<file path="config.mk">
export PLATFORM = sky130hd
export DESIGN_NAME = irq_cascade_ctrl
export DESIGN_NICKNAME = d
export VERILOG_FILES = /design/src/rtl/irq_cascade_pkg.sv /design/src/rtl/irq_cascade_decode.sv /design/src/rtl/irq_cascade_datapath.sv /design/src/rtl/irq_cascade_ctrl.sv
export SDC_FILE = /design/constraint.sdc
export NUM_CORES = 1
export LEC_CHECK = 0
export BUFFER_PORTS_ARGS = -buffer_cell sky130_fd_sc_hd__buf_4
export CAP_MARGIN = 25
export CORE_AREA = 2 2 92 94
export CTS_CLUSTER_DIAMETER = 50
export DETAILED_ROUTE_END_ITERATION = 8
export DIE_AREA = 0 0 94 96
export PLACE_DENSITY = 0.63
export SLEW_MARGIN = 5
export SYNTH_ARGS = -nofsm -noshare
export SYNTH_HDL_FRONTEND = slang
export SYNTH_HIERARCHICAL = 1
export SYNTH_SLANG_ARGS = --single-unit
</file>
<file path="constraint.sdc">
create_clock -name clk -period 2.12 [get_ports clk]
set_clock_uncertainty 0.15 [all_clocks]
set_input_delay 0.318 -clock clk [delete_from_list [all_inputs] [get_ports clk]]
set_output_delay 0.318 -clock clk [all_outputs]
set_load 0.02 [all_outputs]
</file>
<file path="src/rtl/irq_cascade_pkg.sv">
package irq_cascade_pkg;

  localparam int NUM_MASKS = 4;
  localparam int MASK_L0   = 0;
  localparam int MASK_L1   = 1;
  localparam int MASK_MAP0 = 2;
  localparam int MASK_MAP1 = 3;

  typedef enum logic [3:0] {
    RD_NONE,
    RD_L0STAT,
    RD_L0MASK,
    RD_L1STAT,
    RD_L1MASK,
    RD_MAPSTAT,
    RD_MAPMASK0,
    RD_MAPMASK1,
    RD_TIMER
  } rdSel_e;

  // strobes from the decoder to the datapath
  typedef struct packed {
    logic [NUM_MASKS-1:0] maskWr;
    logic                 timerClrWr;
    rdSel_e               rdSel;
  } ctlStrobe_t;

endpackage

</file>
<file path="src/rtl/irq_cascade_decode.sv">
module irq_cascade_decode
  import irq_cascade_pkg::*;
#(
  parameter int ADDR_W = 6
) (
  input  logic [ADDR_W-1:0] busAddr,
  input  logic              busWrEn,
  output ctlStrobe_t        strobe
);
  localparam int WORD_W = ADDR_W - 2;

  logic [WORD_W-1:0] wordIdx;
  logic              unusedAddrLo;

  assign wordIdx      = busAddr[ADDR_W-1:2];
  assign unusedAddrLo = ^busAddr[1:0];

  always_comb begin
    strobe = '0;
    strobe.rdSel = RD_NONE;
    case (wordIdx)
      WORD_W'(0): strobe.rdSel = RD_L0STAT;
      WORD_W'(1): begin
        strobe.rdSel = RD_L0MASK;
        strobe.maskWr[MASK_L0] = busWrEn;
      end
      WORD_W'(2): strobe.rdSel = RD_L1STAT;
      WORD_W'(3): begin
        strobe.rdSel = RD_L1MASK;
        strobe.maskWr[MASK_L1] = busWrEn;
      end
      WORD_W'(4): strobe.rdSel = RD_MAPSTAT;
      WORD_W'(5): begin
        strobe.rdSel = RD_MAPMASK0;
        strobe.maskWr[MASK_MAP0] = busWrEn;
      end
      WORD_W'(6): begin
        strobe.rdSel = RD_MAPMASK1;
        strobe.maskWr[MASK_MAP1] = busWrEn;
      end
      WORD_W'(7): begin
        strobe.rdSel = RD_TIMER;
        strobe.timerClrWr = busWrEn;
      end
      default: strobe.rdSel = RD_NONE;
    endcase
  end
endmodule

</file>
<file path="src/rtl/irq_cascade_datapath.sv">
module irq_cascade_datapath
  import irq_cascade_pkg::*;
#(
  parameter int GROUP_W  = 8,
  parameter int DATA_W   = 32,
  parameter int TIMER_N  = 2,
  parameter int MAP0_BIT = 7,
  parameter int MAP1_BIT = 3
) (
  input  logic               clk,
  input  logic               rstN,
  input  ctlStrobe_t         strobe,
  input  logic [GROUP_W-1:0] wrData,
  input  logic [GROUP_W-1:0] local0Src,
  input  logic [GROUP_W-1:0] local1Src,
  input  logic [GROUP_W-1:0] mapSrc,
  input  logic [TIMER_N-1:0] timerPulse,
  output logic [DATA_W-1:0]  rdData,
  output logic               cpuIrq0,
  output logic               cpuIrq1,
  output logic [TIMER_N-1:0] timerIrq
);
  logic [GROUP_W-1:0] maskQ [NUM_MASKS];
  logic [GROUP_W-1:0] l0Stat;
  logic [GROUP_W-1:0] l1Stat;
  logic               map0Hit;
  logic               map1Hit;
  logic [TIMER_N-1:0] pulseQ;
  logic [TIMER_N-1:0] latchQ;

  for (genvar g = 0; g < NUM_MASKS; g++) begin : gMask
    always_ff @(posedge clk) begin
      if (!rstN)                 maskQ[g] <= '0;
      else if (strobe.maskWr[g]) maskQ[g] <= wrData;
    end
  end

  assign map0Hit = |(mapSrc & maskQ[MASK_MAP0]);
  assign map1Hit = |(mapSrc & maskQ[MASK_MAP1]);

  always_comb begin
    l0Stat = local0Src;
    l0Stat[MAP0_BIT] = map0Hit;
    l1Stat = local1Src;
    l1Stat[MAP1_BIT] = map1Hit;
  end

  assign cpuIrq0 = |(l0Stat & maskQ[MASK_L0]);
  assign cpuIrq1 = |(l1Stat & maskQ[MASK_L1]);

  for (genvar t = 0; t < TIMER_N; t++) begin : gTimer
    logic riseNow;
    logic clrNow;
    assign riseNow = timerPulse[t] & ~pulseQ[t];
    assign clrNow  = strobe.timerClrWr & wrData[t];
    always_ff @(posedge clk) begin
      if (!rstN) begin
        pulseQ[t] <= 1'b0;
        latchQ[t] <= 1'b0;
      end else begin
        pulseQ[t] <= timerPulse[t];
        latchQ[t] <= riseNow | (latchQ[t] & ~clrNow);
      end
    end
  end

  assign timerIrq = latchQ;

  always_comb begin
    case (strobe.rdSel)
      RD_L0STAT:   rdData = DATA_W'(l0Stat);
      RD_L0MASK:   rdData = DATA_W'(maskQ[MASK_L0]);
      RD_L1STAT:   rdData = DATA_W'(l1Stat);
      RD_L1MASK:   rdData = DATA_W'(maskQ[MASK_L1]);
      RD_MAPSTAT:  rdData = DATA_W'(mapSrc);
      RD_MAPMASK0: rdData = DATA_W'(maskQ[MASK_MAP0]);
      RD_MAPMASK1: rdData = DATA_W'(maskQ[MASK_MAP1]);
      RD_TIMER:    rdData = DATA_W'(latchQ);
      default:     rdData = '0;
    endcase
  end
endmodule

</file>
<file path="src/rtl/irq_cascade_ctrl.sv">
module irq_cascade_ctrl
  import irq_cascade_pkg::*;
#(
  parameter int ADDR_W   = 6,
  parameter int DATA_W   = 32,
  parameter int GROUP_W  = 8,
  parameter int TIMER_N  = 2,
  parameter int MAP0_BIT = 7,
  parameter int MAP1_BIT = 3
) (
  input  logic               clk,
  input  logic               rstN,
  input  logic [ADDR_W-1:0]  busAddr,
  input  logic               busWrEn,
  input  logic [DATA_W-1:0]  busWrData,
  output logic [DATA_W-1:0]  busRdData,
  input  logic [GROUP_W-1:0] local0Src,
  input  logic [GROUP_W-1:0] local1Src,
  input  logic [GROUP_W-1:0] mapSrc,
  input  logic [TIMER_N-1:0] timerPulse,
  output logic               cpuIrq0,
  output logic               cpuIrq1,
  output logic [TIMER_N-1:0] timerIrq
);
  ctlStrobe_t strobe;
  logic       unusedWrHi;

  assign unusedWrHi = ^busWrData[DATA_W-1:GROUP_W];

  irq_cascade_decode #(.ADDR_W(ADDR_W)) decode_i (
    .busAddr (busAddr),
    .busWrEn (busWrEn),
    .strobe  (strobe)
  );

  irq_cascade_datapath #(
    .GROUP_W (GROUP_W),
    .DATA_W  (DATA_W),
    .TIMER_N (TIMER_N),
    .MAP0_BIT(MAP0_BIT),
    .MAP1_BIT(MAP1_BIT)
  ) datapath_i (
    .clk       (clk),
    .rstN      (rstN),
    .strobe    (strobe),
    .wrData    (busWrData[GROUP_W-1:0]),
    .local0Src (local0Src),
    .local1Src (local1Src),
    .mapSrc    (mapSrc),
    .timerPulse(timerPulse),
    .rdData    (busRdData),
    .cpuIrq0   (cpuIrq0),
    .cpuIrq1   (cpuIrq1),
    .timerIrq  (timerIrq)
  );
endmodule

</file>
==> run metrics <==
area grow syn2layout 40.9%; Peak VDD IR 0.000230 V; synth unique cells 47; Max Fclk 0.419 GHz; failing checks setup timing; CP Class primary input to primary output; CTS tree done; max cap viols 0; flops & latches, synth 36; number of DRC markers in iteration 0 94; share of cells above drive strength 1 44.1%; vias in the first global route 1939; DR WL/cell 15.9 um; Layout Nets 370; CP endpoint kind primary output; Seq/Total Area, Yosys 44.0%; grt ovf 0; Crit path required time 1.65 ns; die area 0.00902 mm2; sum of negative setup slack -1.19 ns; clock buffer depth 2; Post-synth EDFFs 32; Core ar. 0.00805 mm2; R2R Path End datapath_i/timerIrq[0]; worst hold path class primary input to flip-flop; CP max stage delay 0.35 ns; Mapped Area 0.00236 mm2; Placed Cells 391; worst reg2reg startpoint datapath_i/timerIrq[0]; final wirelength 6500 um; Main synth FF type edfxtp_1; Layout Cells excl Fill 409; Post-Synthesis Cells 220; clk_lat worst skew 0.28 ns; Pwr Density 541 mW/mm2; crit path launch busAddr[5]; Clock transition at path regs 0.07 ns; mean post-synth cell area 10.7 um2; critical path arrival 1.92 ns; final hold violation count 0; pre-CTS WS -0.335 ns; unrepaired setup endpoints after global routing true; clock root cell clkbuf_8; n_diodes 0; detail-routed via count per cell 4.81; H-tree depth 2; CP max-delay cell mux2_4; drt pass-1 iters 4; Final Util 41.4%; largest net degree at the start of global routing 41; Total GRT Usage 14.7%; std cell rows 33; Pins Over Slew Limit 0; Antenna Nets Post-Route 0; period utilization 113%; CTS buffer count 5; CP max FO 6; Sink Count 36; FF-to-FF path depth 2; first-pass GRT wire length 10200 um; placed wire-length estimate 5090 um; crit path capture busRdData[1]; initial antenna violation count 0; DRC 0; multi-input logic area 0.00132 mm2; I/O Pins 103; Post-DP Area 0.00298 mm2; final worst setup slack -0.268 ns; Power, Total 1.80 mW; synth warn 6; minimum clock period 2.39 ns; Starting Density 29.4%; Routability Congestion 0.952; Hold WS 0.0949 ns; Die X 94 um; input/output buffers 50; final non-filler cell area 0.00333 mm2; status finished with violations; startpoint types primary input; ys async rst share 0%; reg-to-reg setup timing slack 1.32 ns; static leakage 1.44 nW; Die Y 96 um; Sequential Area 0.00104 mm2; crit-path cells buf_8, or2b_4, mux2i_4, mux2_4, a22oi_2, a2111oi_2, a211o_1, buf_6; DR vias 1968; fill count 796; Setup violations, final 8
## cells in the mapped netlist, drive strengths merged, types with 4 or more instances
library cell / instances / area, um2
a21oi: 5 / 25.0
a22oi: 16 / 120
and3: 32 / 200
buf: 30 / 230
clkbuf: 4 / 15.0
dfxtp: 4 / 80.1
edfxtp: 32 / 961
inv: 4 / 15.0
mux2: 5 / 60.1
mux2i: 7 / 70.1
mux4: 4 / 90.1
nand2: 10 / 37.5
nand2b: 7 / 43.8
nand4: 4 / 25.0
nor2: 9 / 36.3
nor2b: 8 / 52.6
o2bb2ai: 4 / 35.0
## report_power, final
group	switching, mW	internal, mW
combinational	0.263	0.253
clock	0.209	0.228
sequential	0.0314	0.816
total	0.504	1.30
## sequential cells by signal (all words and copies together) (netlist names)
| register | count |
|---|---|
| datapath_i/maskQ | 32 |
| datapath_i/pulseQ | 2 |
| datapath_i/timerIrq | 2 |
## placed cells by master, fill, tap and decap left out, drive strengths merged, types with 2 or more instances in the layout
master and n:
a21oi 5, a222oi 2, a22oi 16, a31oi 2, a32oi 3, and2 3
and3 32, buf 87, clkbuf 7, conb 24, dfxtp 4, edfxtp 32
inv 4, mux2 5, mux2i 7, mux4 4, nand2 10, nand2b 7
nand3 2, nand3b 2, nand4 4, nor2 9, nor2b 8, nor3b 2
o21ai 3, o22ai 2, o2bb2ai 4
## timing repair
item                                    4_1_cts  5_1_grt
buffers inserted                             12        0
pin swaps                                    14       11
hold buffers                                  0        0
gates resized for setup                      40        6
endpoints found under the setup margin        8        8
## layer usage
metal	wire (um)	GRT usage [%]	up-vias
li1	-	-	967
met5	0	0	-
met1	2870	18.0	920
met3	331	2.82	8
met4	89	4.95	0
met2	3210	25.8	73
## layout make-up
class	instances	share of cell area (%)
clock inverter	1	0.113
multi-input combinational	169	39.6
clock buffer	7	2.29
inverter	4	0.451
tap	105	3.94
sequential	36	31.2
timing repair buffer	87	22.4
## kinds of logic (layout without fill, tap and decap cells)
group	Yosys count	after routing	synth area share, %
and+or+nand+nor	84	84	20.7
other	1	24	0.159
buffers and inverters	38	99	11.0
DFF	36	36	44.0
AOI/OAI and AO/OA	45	45	14.8
muxes	16	16	9.31
## critical path: cells and delay by family
family | cells | cell delay (ns)
simple gates | 1 | 0.25
buf+inv | 2 | 0.24
compound gates | 3 | 0.53
mux | 2 | 0.59
## worst min-delay path by stage
stage,cells past startpoint,from,to,slack [ns]
6_report,2,timerPulse[1],datapath_i/pulseQ[1],0.09
3_3_place_gp,3,datapath_i/pulseQ[0],datapath_i/timerIrq[0],0.37
5_1_grt,2,timerPulse[1],datapath_i/pulseQ[1],0.09
4_1_cts,2,timerPulse[1],datapath_i/pulseQ[1],0.09
3_5_place_dp,2,timerPulse[1],datapath_i/pulseQ[1],0.38
2_1_floorplan,1,timerPulse[0],datapath_i/pulseQ[0],0.29
Power figures use the tool's default switching activity.
